===== config.mk =====
export PLATFORM = sky130hd
export DESIGN_NAME = spare_status_pack
export DESIGN_NICKNAME = d
export VERILOG_FILES = /design/src/rtl/spare_chk_pkg.sv /design/src/rtl/spare_status_pack.sv
export SDC_FILE = /design/constraint.sdc
export NUM_CORES = 1
export LEC_CHECK = 0
export BUFFER_PORTS_ARGS = -buffer_cell sky130_fd_sc_hd__buf_4
export CAP_MARGIN = 0
export CORE_MARGIN = 4
export CORE_UTILIZATION = 39
export CTS_BUF_LIST = sky130_fd_sc_hd__clkbuf_16
export DETAILED_ROUTE_END_ITERATION = 10
export PLACE_DENSITY = 0.88
export SYNTH_ARGS = -nofsm -noshare
export SYNTH_HDL_FRONTEND = slang
export SYNTH_SLANG_ARGS = --single-unit

===== constraint.sdc =====
create_clock -name clk -period 1.1 [get_ports clk]
set_input_delay 0.11 -clock clk [delete_from_list [all_inputs] [get_ports clk]]
set_output_delay 0.11 -clock clk [all_outputs]
set_load 0.03 [all_outputs]

===== src/rtl/spare_chk_pkg.sv =====
package spare_chk_pkg;

   localparam int ECC_NIB_W  = 4;
   localparam int STATUS_W   = 12;
   localparam int BANK_NIB_W = 4;

   typedef struct packed {
      logic                 fail;
      logic                 erased;
      logic [ECC_NIB_W-1:0] d_ecc;
      logic [ECC_NIB_W-1:0] c_ecc;
   } page_res_t;

   // Status word layout: [11:8] control ECC, [7:4] data ECC, [3:2] zero,
   // [1] erased, [0] failure.
   function automatic logic [STATUS_W-1:0] pack_status(input page_res_t r);
      return {r.c_ecc, r.d_ecc, 2'b00, r.erased, r.fail};
   endfunction

   // Bank summary nibble: [3] control uncorrectable, [2] data uncorrectable,
   // [1] erased, [0] failure.
   function automatic logic [BANK_NIB_W-1:0] bank_nibble(input page_res_t r);
      return {r.c_ecc[0], r.d_ecc[0], r.erased, r.fail};
   endfunction

endpackage


===== src/rtl/spare_status_pack.sv =====
module spare_status_pack
   import spare_chk_pkg::*;
(
   input  logic                 clk,
   input  logic                 rst_n,
   input  logic                 capture,
   input  logic                 xfer_fail,
   input  logic                 len_ok,
   input  logic                 few_bad,
   input  logic                 check_empty,
   input  logic [ECC_NIB_W-1:0] data_ecc,
   input  logic [ECC_NIB_W-1:0] ctrl_ecc,
   output page_res_t            res_now,
   output logic                 result_valid,
   output logic [STATUS_W-1:0]  status,
   output logic                 ctrl_subst
);

   always_comb begin
      res_now.fail   = xfer_fail | ~len_ok;
      res_now.erased = ~res_now.fail & check_empty & few_bad;
      res_now.d_ecc  = res_now.fail ? '0 : data_ecc;
      res_now.c_ecc  = res_now.fail ? '0 : ctrl_ecc;
   end

   always_ff @(posedge clk or negedge rst_n) begin
      if (!rst_n) begin
         result_valid <= 1'b0;
         status       <= '0;
         ctrl_subst   <= 1'b0;
      end else begin
         result_valid <= capture;
         if (capture) begin
            status     <= pack_status(res_now);
            ctrl_subst <= res_now.c_ecc[0];
         end
      end
   end

   a_r7_fail_alone: assert property (@(posedge clk) disable iff (!rst_n)
      status[0] |-> (status[STATUS_W-1:1] == '0 && !ctrl_subst));

   a_r6_subst_matches: assert property (@(posedge clk) disable iff (!rst_n)
      ctrl_subst |-> status[8]);

   a_r5_gap_zero: assert property (@(posedge clk) disable iff (!rst_n)
      status[3:2] == 2'b00);

   a_r2_hold: assert property (@(posedge clk) disable iff (!rst_n)
      !capture |=> ($stable(status) && $stable(ctrl_subst)));

endmodule


==> flow_metrics.tcl, run 1 <==
set metrics [dict create \
    grt_overflow_total 0 \
    syn_area_sq_um 581 \
    ant_nets 0 \
    worstSetupEndpointType "output pin" \
    antennaDiodeCount 0 \
    drc 0 \
    dr_wl_met2_microns 689 \
    die_h_microns 46.6 \
    synth_top_family_by_area "simple AND/OR/NAND/NOR gates" \
    drive_above_1_share 0.698 \
    clock_latency_ns 0.24 \
    fin_crit_sh 0.860 \
    slowest_stage "nor2b_4" \
    clk_pin_slew_worst_paths_ns 0.04 \
    firstDrtPassIters 4 \
    area_delta_synth_final_pct 60.1 \
    avgRoutedWirePerCell_microns 14.2 \
    synth_compound_area_frac 0.136 \
    synth-seq-cells 11 \
    top_layer "met4" \
    slowest_delay_ns 0.16 \
    seq_area_frac_synth 0.474 \
    synthAdderAreaFrac 0 \
    final_cell_mix "37 x buf_4, 11 x dfrtp_1, 8 x and2_4, 8 x nor2b_1, 8 x a31o_2" \
    synth_cell_types 15 \
    grt_pass1_vias 470 \
    finalSetupViolCount 0 \
    layout_commonest_cell "buf_4" \
    cap_violations 0 \
    synth_cells 49 \
    wl_met1_microns 486 \
    power.density_mw_per_mm2 1490 \
    die_area_sq_mm 0.00217 \
    synth_simple_gate_area_frac 0.246 \
    irDropWorstVdd_uv 935 \
    cts_root_buf "clkbuf_16" \
    status "finished, final reports clean" \
    worstPathArrival_ns 0.84 \
    dr_total_vias 490 \
    avgSynthCellArea_sq_um 11.8 \
    tritoncts "built" \
    antenna_found_initial 0 \
    p_leak_nw 0.498 \
    startpoint_type "input port" \
    reg2reg_slack_ns 0.23 \
    crit_path_max_fanout 16 \
    dr.first_iter.drc_count 1 \
    worstSetupPathType "input port to output pin" \
    crit_required_ns 0.99 \
    die_w_microns 46.6 \
    yosys.area_share.xor_xnor 0 \
    placed_cells 94 \
    tns_ns 0 \
    io-pin-count 39 \
    grt_pass1_wl_microns 1870 \
    placementRows 13 \
    path_cells "buf_4 > nor2b_4 > buf_12 > and2_4 > buf_4" \
    grt_start_max_net_pins 21 \
    layoutNonFillerInstCount 101 \
    period_minus_slack_ns 0.946 \
    start_util 0.430 \
    worstHoldPathType "input port to flip-flop" \
    dpl.hpwl_microns 948 \
    dr_wl_met3_microns 255 \
    grt_usage 0.124 \
    routed_wl_microns 1440 \
    coreArea_sq_mm 0.00135 \
    rsz0062_at_grt "false" \
    clock_sinks 11 \
    via_per_inst 4.85 \
    cts_buffers 3 \
    gp_congestion 0.618 \
    maxSlewViolCount 0 \
    clock_skew_ns 0 \
    ys_warn_count 0 \
    portBuffers 36 \
    hold_viol 0 \
    max_freq_mhz 1060 \
    finalNetCount 102 \
    htree_levels 1 \
    cpMostUsedCell "buf_4" \
    yosys-mux-area-fraction 0.0194 \
    clockBufferDepth 2 \
]
## power by group
part	internal (W)	switching (W)	total, W
registers	0.000429	0.0000110	0.000440
clock network	0.000477	0.000174	0.000650
logic	0.000133	0.000161	0.000294
## routing by layer
layer  vias up  global-route usage
met3         2              0.0625
met2        38               0.187
li1        233                   -
met1       217               0.143
met4         0              0.0682
met5         -                   0
## layout make-up
| class | count | area (sq um) |
|---|---|---|
| clock buffer | 3 | 75.1 |
| clock inverter | 1 | 3.75 |
| fill | 98 | 420 |
| inverter | 1 | 3.75 |
| multi-input combinational | 31 | 245 |
| sequential | 11 | 275 |
| tap | 15 | 18.8 |
| timing repair buffer | 39 | 308 |
## synth_stat cells
| master | n | area (sq um) |
|---|---|---|
| and2_4 | 8 | 70.1 |
| nor2_1 | 1 | 3.75 |
| nor2b_2 | 1 | 8.76 |
| inv_1 | 1 | 3.75 |
| buf_2 | 1 | 5.00 |
| buf_6 | 2 | 22.5 |
| buf_4 | 3 | 22.5 |
| dfrtp_1 | 11 | 275 |
| a31o_2 | 8 | 70.1 |
| conb_1 | 1 | 3.75 |
| a21oi_2 | 1 | 8.76 |
| and4b_1 | 1 | 10.0 |
| buf_8 | 1 | 15.0 |
| nor2b_1 | 8 | 50.1 |
| mux2_2 | 1 | 11.3 |
## critical path, delay by kind of cell
kind,cells,cell delay [ns]
buffers and inverters,3,0.43
and+or+nand+nor,2,0.29
## flip-flops by register name (all words and copies together) (netlist names)
signal and count:
result_valid 1, status 10
## cells by family after synthesis
| family | count (synthesis) |
|---|---|
| buffers and inverters | 8 |
| flip-flops | 11 |
| AND/OR/NAND/NOR | 19 |
| AO/OA/AOI/OAI | 9 |
| other | 1 |
| multiplexers | 1 |
## metrics by stage
step                      utilization  hold WS (ns)  setup WS (ns)  instance area [sq um]  total power, W
final                           0.689         0.119          0.154                    930         0.00138
after detailed placement        0.599       -0.0471         -0.201                    808        0.000721
after global routing            0.689         0.119          0.127                    930         0.00143
after floorplan                     -        -0.186          0.134                    584        0.000623
after CTS                       0.668         0.115         0.0457                    902         0.00138
after global placement          0.599       -0.0467         -0.174                    808        0.000716
## repair_timing
item / in CTS / in global routing
gates cloned: 0 / 0
hold buffers: 1 / 0
resized for setup: 1 / 0
hold endpoints to repair: 11 / 0
pin swaps: 0 / 0
buffers inserted: 0 / 2
setup endpoints to repair: 9 / 1
## final timing paths
kind | startpoint | to | cells past startpoint
max in group asynchronous | rst_n | status[5]$_DFFE_PN0P_ | 2
setup / recovery | xfer_fail | res_now[6] | 5
hold reg to reg | status[1]$_DFFE_PN0P_ | status[1]$_DFFE_PN0P_ | 1
min in group asynchronous | rst_n | status[10]$_DFFE_PN0P_ | 2
setup reg to reg | status[11]$_DFFE_PN0P_ | status[11]$_DFFE_PN0P_ | 2
hold / removal | data_ecc[3] | status[7]$_DFFE_PN0P_ | 2
Power figures use the tool's default switching activity.
==> run 2: changes to the inputs <==
CELL_PAD_IN_SITES_DETAIL_PLACEMENT = 1   (was default)
CELL_PAD_IN_SITES_GLOBAL_PLACEMENT = 1   (was default)
CORE_ASPECT_RATIO = 0.75   (was default)
CORE_UTILIZATION = 28   (was 39)
PLACE_DENSITY = 0.87   (was 0.88)
==> run 2 against run 1 <==
Net effect: clock skew did not move; die area grew 32%; register-to-register slack better by 0.04 ns; first-iteration DRC count increased to 7.0 times the previous value; combinational power about the same; via count increased by 3.1%; global-route usage shrank 0.61 points; sequential power hardly changed; setup slack improved by 0.033 ns; worst hold slack improved by 0.0015 ns; core utilization decreased by 18 points.
==> flow_metrics.tcl, run 2 (synthesis gave the netlist of run 1 again) <==
set metrics [dict create \
    slowest_stage "buf_12" \
    grt_pass1_wl_microns 2390 \
    largest-register "status" \
    largest_reg_flops 10 \
    grt_start_max_net_pins 21 \
    die_h_microns 47.4 \
    clock_latency_ns 0.24 \
    power.density_mw_per_mm2 1470 \
    grt_pass1_vias 513 \
    cap_violations 0 \
    via_per_inst 4.68 \
    top_regs "status: 10 flops, result_valid: 1 flops" \
    drc 0 \
    dr_total_vias 505 \
    status "finished, final reports clean" \
    dpl.hpwl_microns 1140 \
    cpMostUsedCell "buf_4" \
    hold_viol 0 \
    worstSetupEndpointType "output pin" \
    crit_required_ns 0.99 \
    irDropWorstVdd_uv 1210 \
    start_util 0.313 \
    p_leak_nw 0.498 \
    cts_root_buf "clkbuf_16" \
    io-pin-count 39 \
    die_w_microns 60.6 \
    multiInputGateArea_sq_um 245 \
    area_delta_synth_final_pct 61.6 \
    finalSetupViolCount 0 \
    rsz0062_at_grt "false" \
    clock_skew_ns 0 \
    worst-path-buf-inv 3 \
    slowest_delay_ns 0.15 \
    grt_usage 0.118 \
    worstPathArrival_ns 0.80 \
    firstDrtPassIters 2 \
    path_cells "buf_4 > nor2b_4 > buf_12 > and2_4 > buf_4" \
    layout_commonest_cell "buf_4" \
    fillCellCount 196 \
    clock_sinks 11 \
    maxSlewViolCount 0 \
    regArea_sq_um 275 \
    startpoint_type "input port" \
    max_freq_mhz 1100 \
    die_area_sq_mm 0.00287 \
    placementRows 13 \
    finalNetCount 102 \
    period_minus_slack_ns 0.913 \
    tritoncts "built" \
    antenna_found_initial 0 \
    clk_pin_slew_worst_paths_ns 0.04 \
    ant_nets 0 \
    avgRoutedWirePerCell_microns 14.2 \
    antennaDiodeCount 0 \
    fin_crit_sh 0.830 \
    dr.first_iter.drc_count 7 \
    cts_buffers 3 \
    gp_congestion 0.667 \
    grt_overflow_total 0 \
    final_cell_mix "37 x buf_4, 11 x dfrtp_1, 8 x and2_4, 8 x nor2b_1, 8 x a31o_2" \
    cpLargestDelayFamily "buffers and inverters" \
    worstHoldPathType "input port to flip-flop" \
    routed_wl_microns 1530 \
    htree_levels 1 \
    portBuffers 36 \
    worstSetupPathType "input port to output pin" \
    crit_path_max_fanout 16 \
    p_total_w 0.00138 \
    coreArea_sq_mm 0.00185 \
    clockBufferDepth 2 \
    tns_ns 0 \
    drive_above_1_share 0.698 \
]
## run 2: where the power goes
part | internal [W] | switching [W]
logic | 0.000133 | 0.000160
registers | 0.000429 | 0.0000110
clock network | 0.000476 | 0.000172
total | 0.00104 | 0.000343
## run 2: path summary, 6_finish.rpt
check	start	to	slack (ns)	cells after the start
worst min-delay path	data_ecc[2]	status[6]$_DFFE_PN0P_	0.12	2
worst min register to register	status[1]$_DFFE_PN0P_	status[1]$_DFFE_PN0P_	0.50	1
worst max register to register	status[8]$_DFFE_PN0P_	status[8]$_DFFE_PN0P_	0.27	2
max in group asynchronous	rst_n	status[8]$_DFFE_PN0P_	0.70	2
worst max-delay path	xfer_fail	res_now[5]	0.19	5
min in group asynchronous	rst_n	status[1]$_DFFE_PN0P_	0.25	2
## run 2: cell type report
cell class / instances / area share
well taps: 22 / 0.0293
repair buffers: 39 / 0.328
inverters: 1 / 0.00400
clock buffers: 3 / 0.0800
clock inverters: 1 / 0.00400
flip-flops and latches: 11 / 0.293
multi-input cells: 31 / 0.261
## run 2: through the flow
stage	utilization	cell area, sq um	worst slack (ns)	hold WS, ns	std cells
2_1_floorplan	-	584	0.134	-0.186	50
3_3_place_gp	0.441	817	-0.187	-0.0464	101
3_5_place_dp	0.441	817	-0.233	-0.0452	101
4_1_cts	0.491	911	0.0186	0.118	106
5_1_grt	0.506	938	0.148	0.121	108
6_report	0.506	938	0.187	0.121	108
## run 2: repair_timing
action / 4_1_cts / 5_1_grt
endpoints found under the hold margin: 11 / 0
setup endpoints to repair: 9 / 8
gates resized for setup: 1 / 0
buffers inserted: 0 / 2
pin swaps: 0 / 0
hold buffers: 1 / 0
gates cloned: 0 / 0
## run 2: per-layer routing
| layer | track usage | share of wire | vias to the layer above |
|---|---|---|---|
| met5 | 0 | 0 | - |
| met4 | 0.0260 | 0 | 0 |
| met3 | 0.0593 | 0.12 | 0 |
| met2 | 0.209 | 0.51 | 31 |
| met1 | 0.131 | 0.37 | 243 |
| li1 | - | - | 231 |
==> run 3: changes to the inputs <==
CORE_UTILIZATION = 26   (was 28)
PLACE_DENSITY = 0.85   (was 0.87)
clock period = 0.8 ns   (was 1.1 ns; I/O delays follow)
==> run 3 against run 2 <==
Net effect: the flow now finishes with violations (setup timing); final area rose by 29%; setup slack got worse by 0.35 ns; non-clock buffer count rose by 11; wire length rose by 17%; critical path type is now flip-flop to output pin; highest routed layer unchanged.
==> flow_metrics.tcl, run 3 (synthesis gave the netlist of run 1 again) <==
set metrics [dict create \
    avgRoutedWirePerCell_microns 14.8 \
    status "finished with violations" \
    clock_latency_ns 0.24 \
    clockBufferDepth 2 \
    ff2ff_path_depth 2 \
    slowest_delay_ns 0.40 \
    min_from "data_ecc[2]" \
    portBuffers 36 \
    die_w_microns 62.6 \
    dpl_cell_area_sq_um 903 \
    finalSetupViolCount 28 \
    cpMostUsedCell "buf_6" \
    via_per_inst 4.47 \
    coreArea_sq_mm 0.00207 \
    cap_violations 0 \
    clock_sinks 11 \
    hold_viol 0 \
    grt_use_met3 0.0553 \
    regArea_sq_um 287 \
    worstSetupEndpointType "output pin" \
    path_cells "buf_6 > buf_6" \
    use_met1 0.140 \
    final_area_sq_mm 0.00121 \
    fin_crit_sh 1.20 \
    r2r-end "status[11]$_DFFE_PN0P_" \
    period_minus_slack_ns 0.960 \
    layout_commonest_cell "buf_6" \
    multiInputGateArea_sq_um 285 \
    violations "setup timing" \
    gr-max-usage-layer "met2" \
    placed_cells 111 \
    globalRouteMet2Util 0.207 \
    finalNetCount 113 \
    htree_levels 1 \
    cts_buffers 3 \
    dpl.hpwl_microns 1240 \
    p_leak_nw 0.583 \
    r2r_start "status[11]$_DFFE_PN0P_" \
    irDropWorstVdd_uv 1250 \
    antenna_found_initial 0 \
    grt_pass1_wl_microns 2890 \
    tns_ns -2.05 \
    worstHoldEndpoint "status[6]$_DFFE_PN0P_" \
    crit_required_ns 0.72 \
    worst-path-buf-inv 2 \
    grt_overflow_total 0 \
    firstDrtPassIters 2 \
    routed_wl_microns 1790 \
    drc 0 \
    whs_path_depth 2 \
    io-pin-count 39 \
    die_area_sq_mm 0.00306 \
    crit_path_max_fanout 2 \
    top_regs "status: 10 flops, result_valid: 1 flops" \
    largest_reg_flops 10 \
    tritoncts "built" \
    placementRows 14 \
    ant_nets 0 \
    start_util 0.281 \
    grt_usage 0.122 \
    max_freq_mhz 1040 \
    clock_skew_ns 0 \
    grt_pass1_vias 582 \
    clk_pin_slew_worst_paths_ns 0.04 \
    cpLargestDelayFamily "flip-flops" \
    cts_root_buf "clkbuf_16" \
    worstSetupPathType "flip-flop to output pin" \
    maxSlewViolCount 0 \
    largest-register "status" \
    fillCellCount 211 \
    dr_total_vias 541 \
    layoutNonFillerInstCount 121 \
    power.density_mw_per_mm2 1690 \
    gp_congestion 0.647 \
    worstPathArrival_ns 0.88 \
    startpoint_type "flip-flop" \
    reg2reg_slack_ns -0.06 \
    drive_above_1_share 0.887 \
    dr.first_iter.drc_count 2 \
    worstHoldPathType "input port to flip-flop" \
    rsz0062_at_grt "true" \
    final_cell_mix "29 x buf_6, 17 x buf_4, 9 x dfrtp_2" \
    antennaDiodeCount 0 \
    grt_start_max_net_pins 21 \
    area_delta_synth_final_pct 108 \
    slowest_stage "dfrtp_2" \
    worst_slack_ns -0.160 \
    die_h_microns 48.9 \
]
[run 3: cell types whose count changed in the layout (fill, tap and decap cells not counted), sizes merged]
cell,previous run,this run
clkbuf,3,4
buf,38,48
[run 3: layout make-up]
type,count,area share
repair buffers,50,0.434
flip-flops and latches,11,0.237
multi-input cells,31,0.236
clock buffers,3,0.0621
well taps,24,0.0248
clock inverters,1,0.00311
inverters,1,0.00311
[run 3: metal layers]
| layer | vias up | wire (microns) |
|---|---|---|
| met3 | 0 | 136 |
| met5 | - | 0 |
| li1 | 252 | - |
| met1 | 263 | 719 |
| met2 | 26 | 933 |
| met4 | 0 | 0 |
[run 3: worst max path at each step]
stage | startpoint | endpoint | depth (start not counted)
3_5_place_dp | len_ok | res_now[2] | 5
4_1_cts | status[8]$_DFFE_PN0P_ | ctrl_subst | 2
5_1_grt | status[9]$_DFFE_PN0P_ | status[9] | 2
2_1_floorplan | status[8]$_DFFE_PN0P_ | status[8]$_DFFE_PN0P_ | 2
6_report | status[7]$_DFFE_PN0P_ | status[7] | 2
3_3_place_gp | len_ok | res_now[6] | 5
[run 3: timing repair]
action	in CTS	in global routing
hold buffers	1	0
endpoints found under the hold margin	11	0
buffers inserted	3	1
pin swaps	8	0
gates cloned	1	0
resized for setup	34	8
setup endpoints to repair	29	30
[run 3: where the power goes]
part           switching (W)  internal (W)  total [W]
combinational       0.000249      0.000287   0.000536
clock               0.000236      0.000655   0.000891
sequential         0.0000222      0.000594   0.000616
[run 3: stage by stage]
stage	setup slack (ns)	power, W	utilization	hold slack [ns]
finish	-0.160	0.00204	0.585	0.0884
global route	-0.181	0.00213	0.585	0.0878
CTS	-0.170	0.00206	0.570	0.0862
detailed placement	-0.0926	0.00104	0.437	-0.0761
global placement	-0.0793	0.00103	0.437	-0.0793
floorplan	-0.125	0.000861	-	-0.216
